$ cat src/rtl/stx_pkg.sv
package stx_pkg;

  typedef enum logic [2:0] {
    ST_IDLE,
    ST_GAP,
    ST_START,
    ST_DATA,
    ST_PAR,
    ST_STOP
  } stx_state_e;

  // Frame settings captured at the start of each frame
  typedef struct packed {
    logic       word9;
    logic [2:0] par;
    logic [1:0] stop;
  } stx_cfg_t;

  function automatic logic stx_has_par(input logic [2:0] m);
    return (m == 3'd1) || (m == 3'd2) || (m == 3'd3) || (m == 3'd4);
  endfunction

  function automatic logic stx_par_bit(input logic [8:0] d, input logic w9,
                                       input logic [2:0] m);
    logic x;
    x = ^(w9 ? d : {1'b0, d[7:0]});
    case (m)
      3'd1:    return x;
      3'd2:    return ~x;
      3'd4:    return 1'b1;
      default: return 1'b0;
    endcase
  endfunction

endpackage

$ cat src/rtl/stx_baud.sv
module stx_baud #(
  parameter int DIV_W = 16
) (
  input  logic             clk,
  input  logic             rst_n,
  input  logic             run,
  input  logic [DIV_W-1:0] div,
  output logic             tick
);
  logic [DIV_W-1:0] cnt;
  logic [DIV_W-1:0] lim;

  // A zero divisor behaves as one so the tick never stalls
  assign lim  = (div == '0) ? DIV_W'(1) : div;
  assign tick = run && (cnt == lim - 1'b1);

  always_ff @(posedge clk) begin
    if (!rst_n)             cnt <= '0;
    else if (!run || tick)  cnt <= '0;
    else                    cnt <= cnt + 1'b1;
  end
endmodule

$ cat src/rtl/stx_shift.sv
module stx_shift
  import stx_pkg::*;
#(
  parameter int OSR = 16,
  parameter int TW  = 8
) (
  input  logic     clk,
  input  logic     rst_n,
  input  logic     tick,
  input  logic     go_gap,
  input  logic     go_data,
  input  logic [8:0] data,
  input  stx_cfg_t cfg_in,
  output logic     idle,
  output logic     done,
  output logic     txd
);
  localparam int HALF_T = OSR / 2;
  localparam int LONG_T = OSR + OSR / 2;

  stx_state_e     state;
  stx_cfg_t       cfg_q;
  logic [8:0]     sh;
  logic [3:0]     bidx;
  logic           pbit;
  logic [TW-1:0]  tcnt;

  logic [TW-1:0]  stop_t;
  logic [TW-1:0]  frame_t;
  logic [TW-1:0]  plen;
  logic           hp_q;
  logic [3:0]     last_idx;
  logic           last;

  assign hp_q     = stx_has_par(cfg_q.par);
  assign last_idx = cfg_q.word9 ? 4'd8 : 4'd7;

  always_comb begin
    case (cfg_q.stop)
      2'd1:    stop_t = TW'(HALF_T);
      2'd2:    stop_t = TW'(LONG_T);
      default: stop_t = TW'(OSR);
    endcase
    frame_t = TW'(OSR * 9) + (cfg_q.word9 ? TW'(OSR) : '0)
            + (hp_q ? TW'(OSR) : '0) + stop_t;
    case (state)
      ST_GAP:  plen = frame_t;
      ST_STOP: plen = stop_t;
      default: plen = TW'(OSR);
    endcase
  end

  assign last = tick && (tcnt == plen - 1'b1);
  assign done = last && ((state == ST_STOP) || (state == ST_GAP));
  assign idle = (state == ST_IDLE);

  always_comb begin
    case (state)
      ST_START: txd = 1'b0;
      ST_DATA:  txd = sh[0];
      ST_PAR:   txd = pbit;
      default:  txd = 1'b1;
    endcase
  end

  always_ff @(posedge clk) begin
    if (!rst_n) begin
      state <= ST_IDLE;
      cfg_q <= '0;
      sh    <= '0;
      bidx  <= '0;
      pbit  <= 1'b0;
      tcnt  <= '0;
    end else if (state == ST_IDLE) begin
      tcnt <= '0;
      if (go_gap) begin
        cfg_q <= cfg_in;
        state <= ST_GAP;
      end else if (go_data) begin
        cfg_q <= cfg_in;
        sh    <= cfg_in.word9 ? data : {1'b0, data[7:0]};
        pbit  <= stx_par_bit(data, cfg_in.word9, cfg_in.par);
        bidx  <= '0;
        state <= ST_START;
      end
    end else if (tick) begin
      if (last) begin
        tcnt <= '0;
        case (state)
          ST_START: state <= ST_DATA;
          ST_DATA: begin
            sh <= {1'b0, sh[8:1]};
            if (bidx == last_idx) state <= hp_q ? ST_PAR : ST_STOP;
            else                  bidx  <= bidx + 1'b1;
          end
          ST_PAR:  state <= ST_STOP;
          default: state <= ST_IDLE;
        endcase
      end else begin
        tcnt <= tcnt + 1'b1;
      end
    end
  end
endmodule

$ cat src/rtl/ser_tx.sv
module ser_tx
  import stx_pkg::*;
#(
  parameter int OSR   = 16,
  parameter int DIV_W = 16
) (
  input  logic             clk,
  input  logic             rst_n,
  input  logic             tx_en,
  input  logic             word9,
  input  logic [2:0]       par_sel,
  input  logic [1:0]       stop_sel,
  input  logic [DIV_W-1:0] baud_div,
  input  logic             tc_ie,
  input  logic             wr_valid,
  input  logic [8:0]       wr_data,
  output logic             wr_ready,
  output logic             txe,
  output logic             tc,
  output logic             ovr,
  output logic             irq,
  output logic             txd
);
  // Longest frame: start + 9 data + parity + 1.5 stop, plus margin
  localparam int TW = $clog2(OSR * 13 + 1);

  logic       en_q, gap_pend;
  logic [8:0] tdr;
  logic       tdr_full, tc_q, ovr_q;
  logic       accept, go_gap, go_data;
  logic       eng_idle, eng_done, tick;
  stx_cfg_t   cfg;

  assign cfg     = '{word9: word9, par: par_sel, stop: stop_sel};
  assign accept  = wr_valid && !tdr_full;
  assign go_gap  = eng_idle && gap_pend;
  assign go_data = eng_idle && !gap_pend && en_q && tdr_full;

  always_ff @(posedge clk) begin
    if (!rst_n) begin
      en_q     <= 1'b0;
      gap_pend <= 1'b0;
      tdr      <= '0;
      tdr_full <= 1'b0;
      tc_q     <= 1'b1;
      ovr_q    <= 1'b0;
    end else begin
      en_q <= tx_en;
      if (tx_en && !en_q) gap_pend <= 1'b1;
      else if (go_gap)    gap_pend <= 1'b0;
      if (accept) begin
        tdr      <= wr_data;
        tdr_full <= 1'b1;
      end else if (go_data) begin
        tdr_full <= 1'b0;
      end
      if (accept)                     tc_q <= 1'b0;
      else if (eng_done && !tdr_full) tc_q <= 1'b1;
      if (wr_valid && tdr_full) ovr_q <= 1'b1;
    end
  end

  stx_baud #(.DIV_W(DIV_W)) u_baud (
    .clk  (clk),
    .rst_n(rst_n),
    .run  (!eng_idle),
    .div  (baud_div),
    .tick (tick)
  );

  stx_shift #(.OSR(OSR), .TW(TW)) u_shift (
    .clk    (clk),
    .rst_n  (rst_n),
    .tick   (tick),
    .go_gap (go_gap),
    .go_data(go_data),
    .data   (tdr),
    .cfg_in (cfg),
    .idle   (eng_idle),
    .done   (eng_done),
    .txd    (txd)
  );

  assign wr_ready = !tdr_full;
  assign txe      = !tdr_full;
  assign tc       = tc_q;
  assign ovr      = ovr_q;
  assign irq      = tc_q && tc_ie;
endmodule

$ cat config.mk
export PLATFORM = sky130hd
export DESIGN_NAME = ser_tx
export DESIGN_NICKNAME = d
export VERILOG_FILES = /design/src/rtl/stx_pkg.sv /design/src/rtl/stx_baud.sv /design/src/rtl/stx_shift.sv /design/src/rtl/ser_tx.sv
export SDC_FILE = /design/constraint.sdc
export NUM_CORES = 1
export LEC_CHECK = 0
export BUFFER_PORTS_ARGS = -buffer_cell sky130_fd_sc_hd__buf_2
export CAP_MARGIN = 20
export CORE_ASPECT_RATIO = 1.2
export CORE_MARGIN = 2
export CORE_UTILIZATION = 59
export DETAILED_ROUTE_END_ITERATION = 6
export MAX_ROUTING_LAYER = met4
export PLACE_DENSITY_LB_ADDON = 0.2
export SKIP_CTS_REPAIR_TIMING = 1
export SLEW_MARGIN = 20
export SYNTH_ARGS = -nofsm -noshare
export SYNTH_HDL_FRONTEND = slang
export SYNTH_SLANG_ARGS = --single-unit
$ cat constraint.sdc
create_clock -name clk -period 5.82 [get_ports clk]
set_input_delay 0.873 -clock clk [delete_from_list [all_inputs] [get_ports clk]]
set_output_delay 0.873 -clock clk [all_outputs]
set_load 0.01 [all_outputs]
==> impl_metrics.yaml, run 1 <==
timing:
  final.setup.tns_ps: 0
  worst_slew_pin_slew_ps: 953.8
  finalClockSkew_ps: 10.36
  max-slew-margin-rel: 0.3592
  finalHoldViolations: 0
  setup_violations_final: 0
  fin_crit_sh: 0.7647
  maxSlewViolCount: 0
  finalWorstPathRequiredPeriod_ps: 4450
  rsz_0062_raised_after_global_routing: "false"
  max_freq_mhz: 224.7
final_layout:
  post_route_cells_drive_above_1_share: 0.1746
  num_antenna_cells: 0
  finalInstanceArea_mm2: 0.004235
  layout.nets: 544
  areaGrowthSynthToFinish_pct: 11.02
route:
  post_route_drc_violation_count: 0
  final_antenna_net_count: 0
  drtIter0Drc: 178
  detail_route.first_pass.iterations: 4
  wirelength_um: 8694
  vias: 3459
  viasPerCell: 5.873
  wl_per_cell_um: 14.76
synth:
  synth.avg_cell_area_um2: 8.100
  yosys_warnings: 0
  synth.lib_cells_used.distinct: 67
  total_nets_after_synthesis: 516
  netlist_instances: 471
  syn_area_mm2: 0.003815
  postSynthRegisterBits: 61
  asyncSetResetFlopFracSynth: 0
  post_synth_most_frequent_cells: "nand2_1, dfxtp_1, nor2_1, a21oi_1"
  synth_top_area_share: 0.3201
  synthMostInstantiatedCell: "nand2_1"
  synthFlopType: "dfxtp_1"
  synth-edff-count: 0
  seq_area_frac_synth: 0.3201
  synth.top_cells.by_area: "dfxtp_1, nand2_1, xnor2_1, nor2_1, xor2_1"
  synth_area_leader_cell: "dfxtp_1"
floorplan:
  top_level_ports: 42
  die_width_um: 77.41
  fp.dieArea_mm2: 0.007128
  floorplan.rows: 32
  core_area_mm2: 0.006326
  die_h_um: 92.09
  start_util: 0.6030
clock_network:
  ctsRootBufferMaster: "clkbuf_8"
  numCtsBuffers: 9
  clock_pin_slew_on_the_worst_setup_and_hold_paths_ps: 80
  tritoncts: "built"
  ctsHtreeMaxLevel: 3
  clock_tree_buf_depth: 2
  clock_sinks: 61
  insertion_delay_ps: 350
global_routing:
  top_usage_layer: "met2"
  grt.overflow.total: 0
  grt_util_all_layers: 0.2640
  via_count_of_the_first_global_routing_pass: 3257
  met1_usage: 0.2941
  grt_pass1_wl_um: 14690
  grt.met3_usage: 0.04626
  use_met2: 0.4500
  grt_max_degree: 24
  antenna_found_initial: 0
power_and_ir_drop:
  maximum_vdd_drop_mv: 0.1329
  power.static_leakage_nw: 1.518
  power_density_mw_per_mm2: 243.1
min_path:
  hold_start: "ovr$_SDFFE_PN0P_"
  hold_class: "reg -> reg"
  min_path_cells: 2
  endpoint_worst_hold: "ovr$_SDFFE_PN0P_"
setup_path:
  reg2reg_from: "u_shift.cfg_q[2]$_SDFFE_PN0P_"
  worst_r2r_endpoint: "u_shift.sh[5]$_SDFFE_PN0P_"
  critical_setup_path_kind: "in -> reg"
  worst_r2r_path_depth: 15
  worst_setup_path_start_kind: "primary input"
  critical_path.endpoint_type: "flip-flop"
  ff2ff_setup_slack_ps: 1690
  crit_fanout: 9
  crit_arrival_ps: 4690
  required_time_reported_for_the_critical_path_endpoint_ps: 6060
place:
  globalplace.congestion: 0.8945
  detailedPlacementHpwl_um: 6464
  port-buffer-count: 41
  placedInstanceArea_mm2: 0.004014
run:
  max-cap-violations: 0
status:
  outcome: "finished, final reports clean"
report_power, final:
part	total [mW]	internal [mW]	switching, mW
Clock	0.426	0.242	0.183
Sequential	0.445	0.431	0.0133
Combinational	0.159	0.0651	0.0941
Total	1.03	0.739	0.291
layout make-up:
type	count	area, µm²
tap	85	106.4
fill	597	2091
timing repair buffer	41	205.2
clock buffer	9	123.9
multi-input combinational	375	2440
sequential	61	1221
clock inverter	7	97.59
inverter	11	41.29
registers in the layout, indices dropped and copies added, names as in the netlist, named ones only:
name           flops
u_baud.cnt        16
tdr                9
u_shift.sh         9
u_shift.tcnt       8
u_shift.cfg_q      6
u_shift.bidx       4
u_shift.state      2
en_q               1
gap_pend           1
ovr                1
tc                 1
tdr_full           1
u_shift.pbit       1
cells by family after synthesis:
family | synth area share
fa+ha+maj | 0.02952
xor+xnor | 0.1023
flops | 0.3201
mux | 0.02919
simple gates | 0.3191
compound gates | 0.1594
buf+inv | 0.04034
through the flow:
| step | instances | setup slack [ps] | utilization | hold WS, ps | total power [mW] |
|---|---|---|---|---|---|
| global route | 589 | 1107 | 0.6695 | 521.5 | 1.076 |
| floorplan | 471 | 1446 | - | 436.6 | 0.5695 |
| CTS | 589 | 1389 | 0.6695 | 470.0 | 1.038 |
| global placement | 573 | 1131 | 0.6345 | 444.5 | 0.6092 |
| finish | 589 | 1370 | 0.6695 | 467.3 | 1.030 |
| detailed placement | 573 | 1034 | 0.6345 | 450.9 | 0.6133 |
worst max-delay path by stage:
stage / from / endpoint / slack (ps) / cells past startpoint
2_1_floorplan: baud_div[8] / u_shift.sh[0]$_SDFFE_PN0P_ / 1450 / 13
3_3_place_gp: baud_div[9] / u_shift.sh[5]$_SDFFE_PN0P_ / 1130 / 12
3_5_place_dp: baud_div[9] / u_shift.sh[7]$_SDFFE_PN0P_ / 1030 / 12
4_1_cts: baud_div[9] / u_shift.sh[5]$_SDFFE_PN0P_ / 1390 / 12
5_1_grt: baud_div[9] / u_shift.sh[5]$_SDFFE_PN0P_ / 1110 / 12
6_report: baud_div[9] / u_shift.sh[5]$_SDFFE_PN0P_ / 1370 / 12
critical path, cell delays in order:
cell and delay (ps):
buf_2 130, or4_1 620, nor4_1 550, nor2_1 90, ha_1 220, xnor3_1 380
nand3_1 70, or3b_2 460, a2111oi_0 390, nand4_1 230, o31a_1 400, o221a_2 270
per-layer routing:
layer  up-vias  part of all wire
met5         -                 0
met4         0             0.033
met3        18             0.037
met2        79              0.50
met1      1602              0.43
li1       1760                 -
placed cells by master, fill, tap and decap left out, types with 7 or more instances in the layout:
| master | synthesis | layout |
|---|---|---|
| mux2i_1 | 10 | 10 |
| inv_1 | 11 | 11 |
| ha_1 | 9 | 9 |
| nand4_1 | 9 | 9 |
| nor2_1 | 50 | 50 |
| nor3_1 | 14 | 14 |
| or2_2 | 7 | 7 |
| o21ai_0 | 7 | 7 |
| nand3_1 | 24 | 24 |
| xor2_1 | 18 | 18 |
| o221a_2 | 9 | 9 |
| dfxtp_1 | 61 | 61 |
| clkbuf_8 | 1 | 9 |
| a21oi_1 | 25 | 25 |
| nor4_1 | 8 | 8 |
| buf_2 | 1 | 41 |
| xnor2_1 | 24 | 24 |
| nand2_1 | 62 | 62 |
| or3_1 | 8 | 8 |
| or4_1 | 9 | 9 |
Note: power is estimated with default switching activity, not from simulation.
==> inputs of run 2 (changes only) <==
==> constraint.sdc (replaced) <==
create_clock -name clk -period 4.1 [get_ports clk]
set_input_delay 0.615 -clock clk [delete_from_list [all_inputs] [get_ports clk]]
set_output_delay 0.615 -clock clk [all_outputs]
set_load 0.01 [all_outputs]
==> run 2 against run 1 <==
  * Critical path depth is the same
  * Wire length is 4.5% higher
  * Clock skew is 0.87 ps lower
  * Register-to-register slack got worse by 1400 ps
==> impl_metrics.yaml, run 2 (synthesis gave the netlist of run 1 again) <==
place:
  globalplace.congestion: 0.8997
  detailedPlacementHpwl_um: 6684
  port-buffer-count: 41
  pre_cts_slack_ps: -77.57
global_routing:
  grt.met3_usage: 0.05315
  grt_util_all_layers: 0.2739
  grt_max_degree: 24
  grt_pass1_wl_um: 15570
  met1_usage: 0.3154
  top_usage_layer: "met2"
  antenna_found_initial: 0
  use_met2: 0.4775
  via_count_of_the_first_global_routing_pass: 3497
  grt.overflow.total: 0
floorplan:
  top_level_ports: 42
  die_width_um: 77.41
  start_util: 0.6030
  floorplan.rows: 32
  die_h_um: 92.09
  core_area_mm2: 0.006326
  fp.dieArea_mm2: 0.007128
min_path:
  hold_start: "ovr$_SDFFE_PN0P_"
  min_path_cells: 2
  endpoint_worst_hold: "ovr$_SDFFE_PN0P_"
  hold_class: "reg -> reg"
final_layout:
  largest_register: "u_baud.cnt"
  reg.largest.list: "u_baud.cnt x16, tdr x9, u_shift.sh x9"
  areaGrowthSynthToFinish_pct: 16.04
  layout_common_cells: "nand2_1, dfxtp_1, nor2_1, buf_2"
  max_ffs_per_register: 16
  layout.nets: 570
  finalCoreUtilization: 0.6998
  post_route_cells_drive_above_1_share: 0.2151
  final_common_cell: "nand2_1"
  num_antenna_cells: 0
setup_path:
  worst_path_largest_cell_delay_ps: 600
  worst_r2r_path_depth: 15
  slowest_stage: "or4_1"
  reg2reg_from: "u_shift.cfg_q[2]$_SDFFE_PN0P_"
  worst_r2r_endpoint: "u_shift.sh[6]$_SDFFE_PN0P_"
  ff2ff_setup_slack_ps: 270
  worst_setup_path_start_kind: "primary input"
  critical_path.endpoint_type: "flip-flop"
  crit_chain: "buf_2 > or4_1 > nor4_4 > nor2_1 > ha_1 > xnor3_1 > nand3_1 > or3b_2 > a2111oi_1 > nand4_1 > o31a_1 > o221a_2"
  critical_setup_path_kind: "in -> reg"
  crit_arrival_ps: 4150
  required_time_reported_for_the_critical_path_endpoint_ps: 4340
  crit_fanout: 5
clock_network:
  insertion_delay_ps: 350
  clock_tree_buf_depth: 2
  clock_sinks: 61
  numCtsBuffers: 9
  tritoncts: "built"
  clock_pin_slew_on_the_worst_setup_and_hold_paths_ps: 70
  ctsRootBufferMaster: "clkbuf_8"
  ctsHtreeMaxLevel: 3
timing:
  worst_slack_ps: 187.7
  finalWorstPathRequiredPeriod_ps: 3912
  finalClockSkew_ps: 9.490
  worst_slew_pin_slew_ps: 1015
  setup_violations_final: 0
  max-slew-margin-rel: 0.3185
  fin_crit_sh: 0.9542
  maxSlewViolCount: 0
  finalHoldViolations: 0
  max_freq_mhz: 255.6
  final.setup.tns_ps: 0
route:
  vias: 3667
  final_antenna_net_count: 0
  wl_per_cell_um: 14.77
  drtIter0Drc: 231
  detail_route.first_pass.iterations: 6
  wirelength_um: 9082
  viasPerCell: 5.963
  post_route_drc_violation_count: 0
power_and_ir_drop:
  total_power_mw: 1.425
  internal-power_mw: 1.012
  power.share.sequential: 0.443
  share_comb_of_total_power: 0.171
  power_frac_clock: 0.386
  power_density_mw_per_mm2: 321.9
  switching_power_mw: 0.4135
  maximum_vdd_drop_mv: 0.2162
  switching_share: 0.2902
  power.static_leakage_nw: 1.641
status:
  outcome: "finished, final reports clean"
run:
  max-cap-violations: 0
==> run 2: layout make-up <==
type | count | area (µm²)
flip-flops and latches | 61 | 1221
inverters | 11 | 41.29
well taps | 85 | 106.4
clock buffers | 10 | 137.6
repair buffers | 66 | 392.9
clock inverters | 6 | 62.56
multi-input cells | 376 | 2465
fillers | 529 | 1899
==> run 2: how the worst max path moves through the flow <==
stage                                  start                            to  slack [ps]  cells past startpoint
2_1_floorplan                    baud_div[8]    u_shift.sh[0]$_SDFFE_PN0P_          40                     13
3_3_place_gp                     baud_div[8]    u_shift.sh[4]$_SDFFE_PN0P_         -60                     12
3_5_place_dp                     baud_div[8]    u_shift.sh[6]$_SDFFE_PN0P_         -80                     12
4_1_cts        u_shift.cfg_q[2]$_SDFFE_PN0P_  u_shift.bidx[1]$_SDFFE_PN0P_         120                     16
5_1_grt                          baud_div[5]    u_shift.sh[6]$_SDFFE_PN0P_          -4                     12
6_report                         baud_div[5]    u_shift.sh[6]$_SDFFE_PN0P_         190                     12
==> run 2: per-layer routing <==
layer	vias to the layer above	part of all wire	wire (µm)
met5	-	0	0
met4	0	0.020	178
met3	20	0.044	404
li1	1820	-	-
met1	1722	0.42	3789
met2	105	0.52	4710
==> run 2: through the flow <==
stage                     cell area, µm²  hold WS (ps)  std cells
after floorplan                     3821         436.6        471
after global placement              4200         444.8        597
after detailed placement            4200         450.7        597
after CTS                           4400         469.6        613
after global routing                4427         483.1        615
final                               4427         463.2        615
==> run 2: worst max-delay path: cells and delay by family <==
family	cells	cell delay [ps]
AND/OR/NAND/NOR	6	1850
AO/OA/AOI/OAI	3	950
XOR/XNOR	1	400
adder cells (fa/ha/maj)	1	220
buffers and inverters	1	120
==> run 2: power by group through the flow <==
stage               Sequential (mW)  Clock [mW]  Combinational [mW]
floorplan                     0.640           0               0.169
global placement              0.644           0               0.233
detailed placement            0.645           0               0.239
CTS                           0.631       0.556               0.241
global route                  0.635       0.583               0.269
finish                        0.632       0.550               0.243
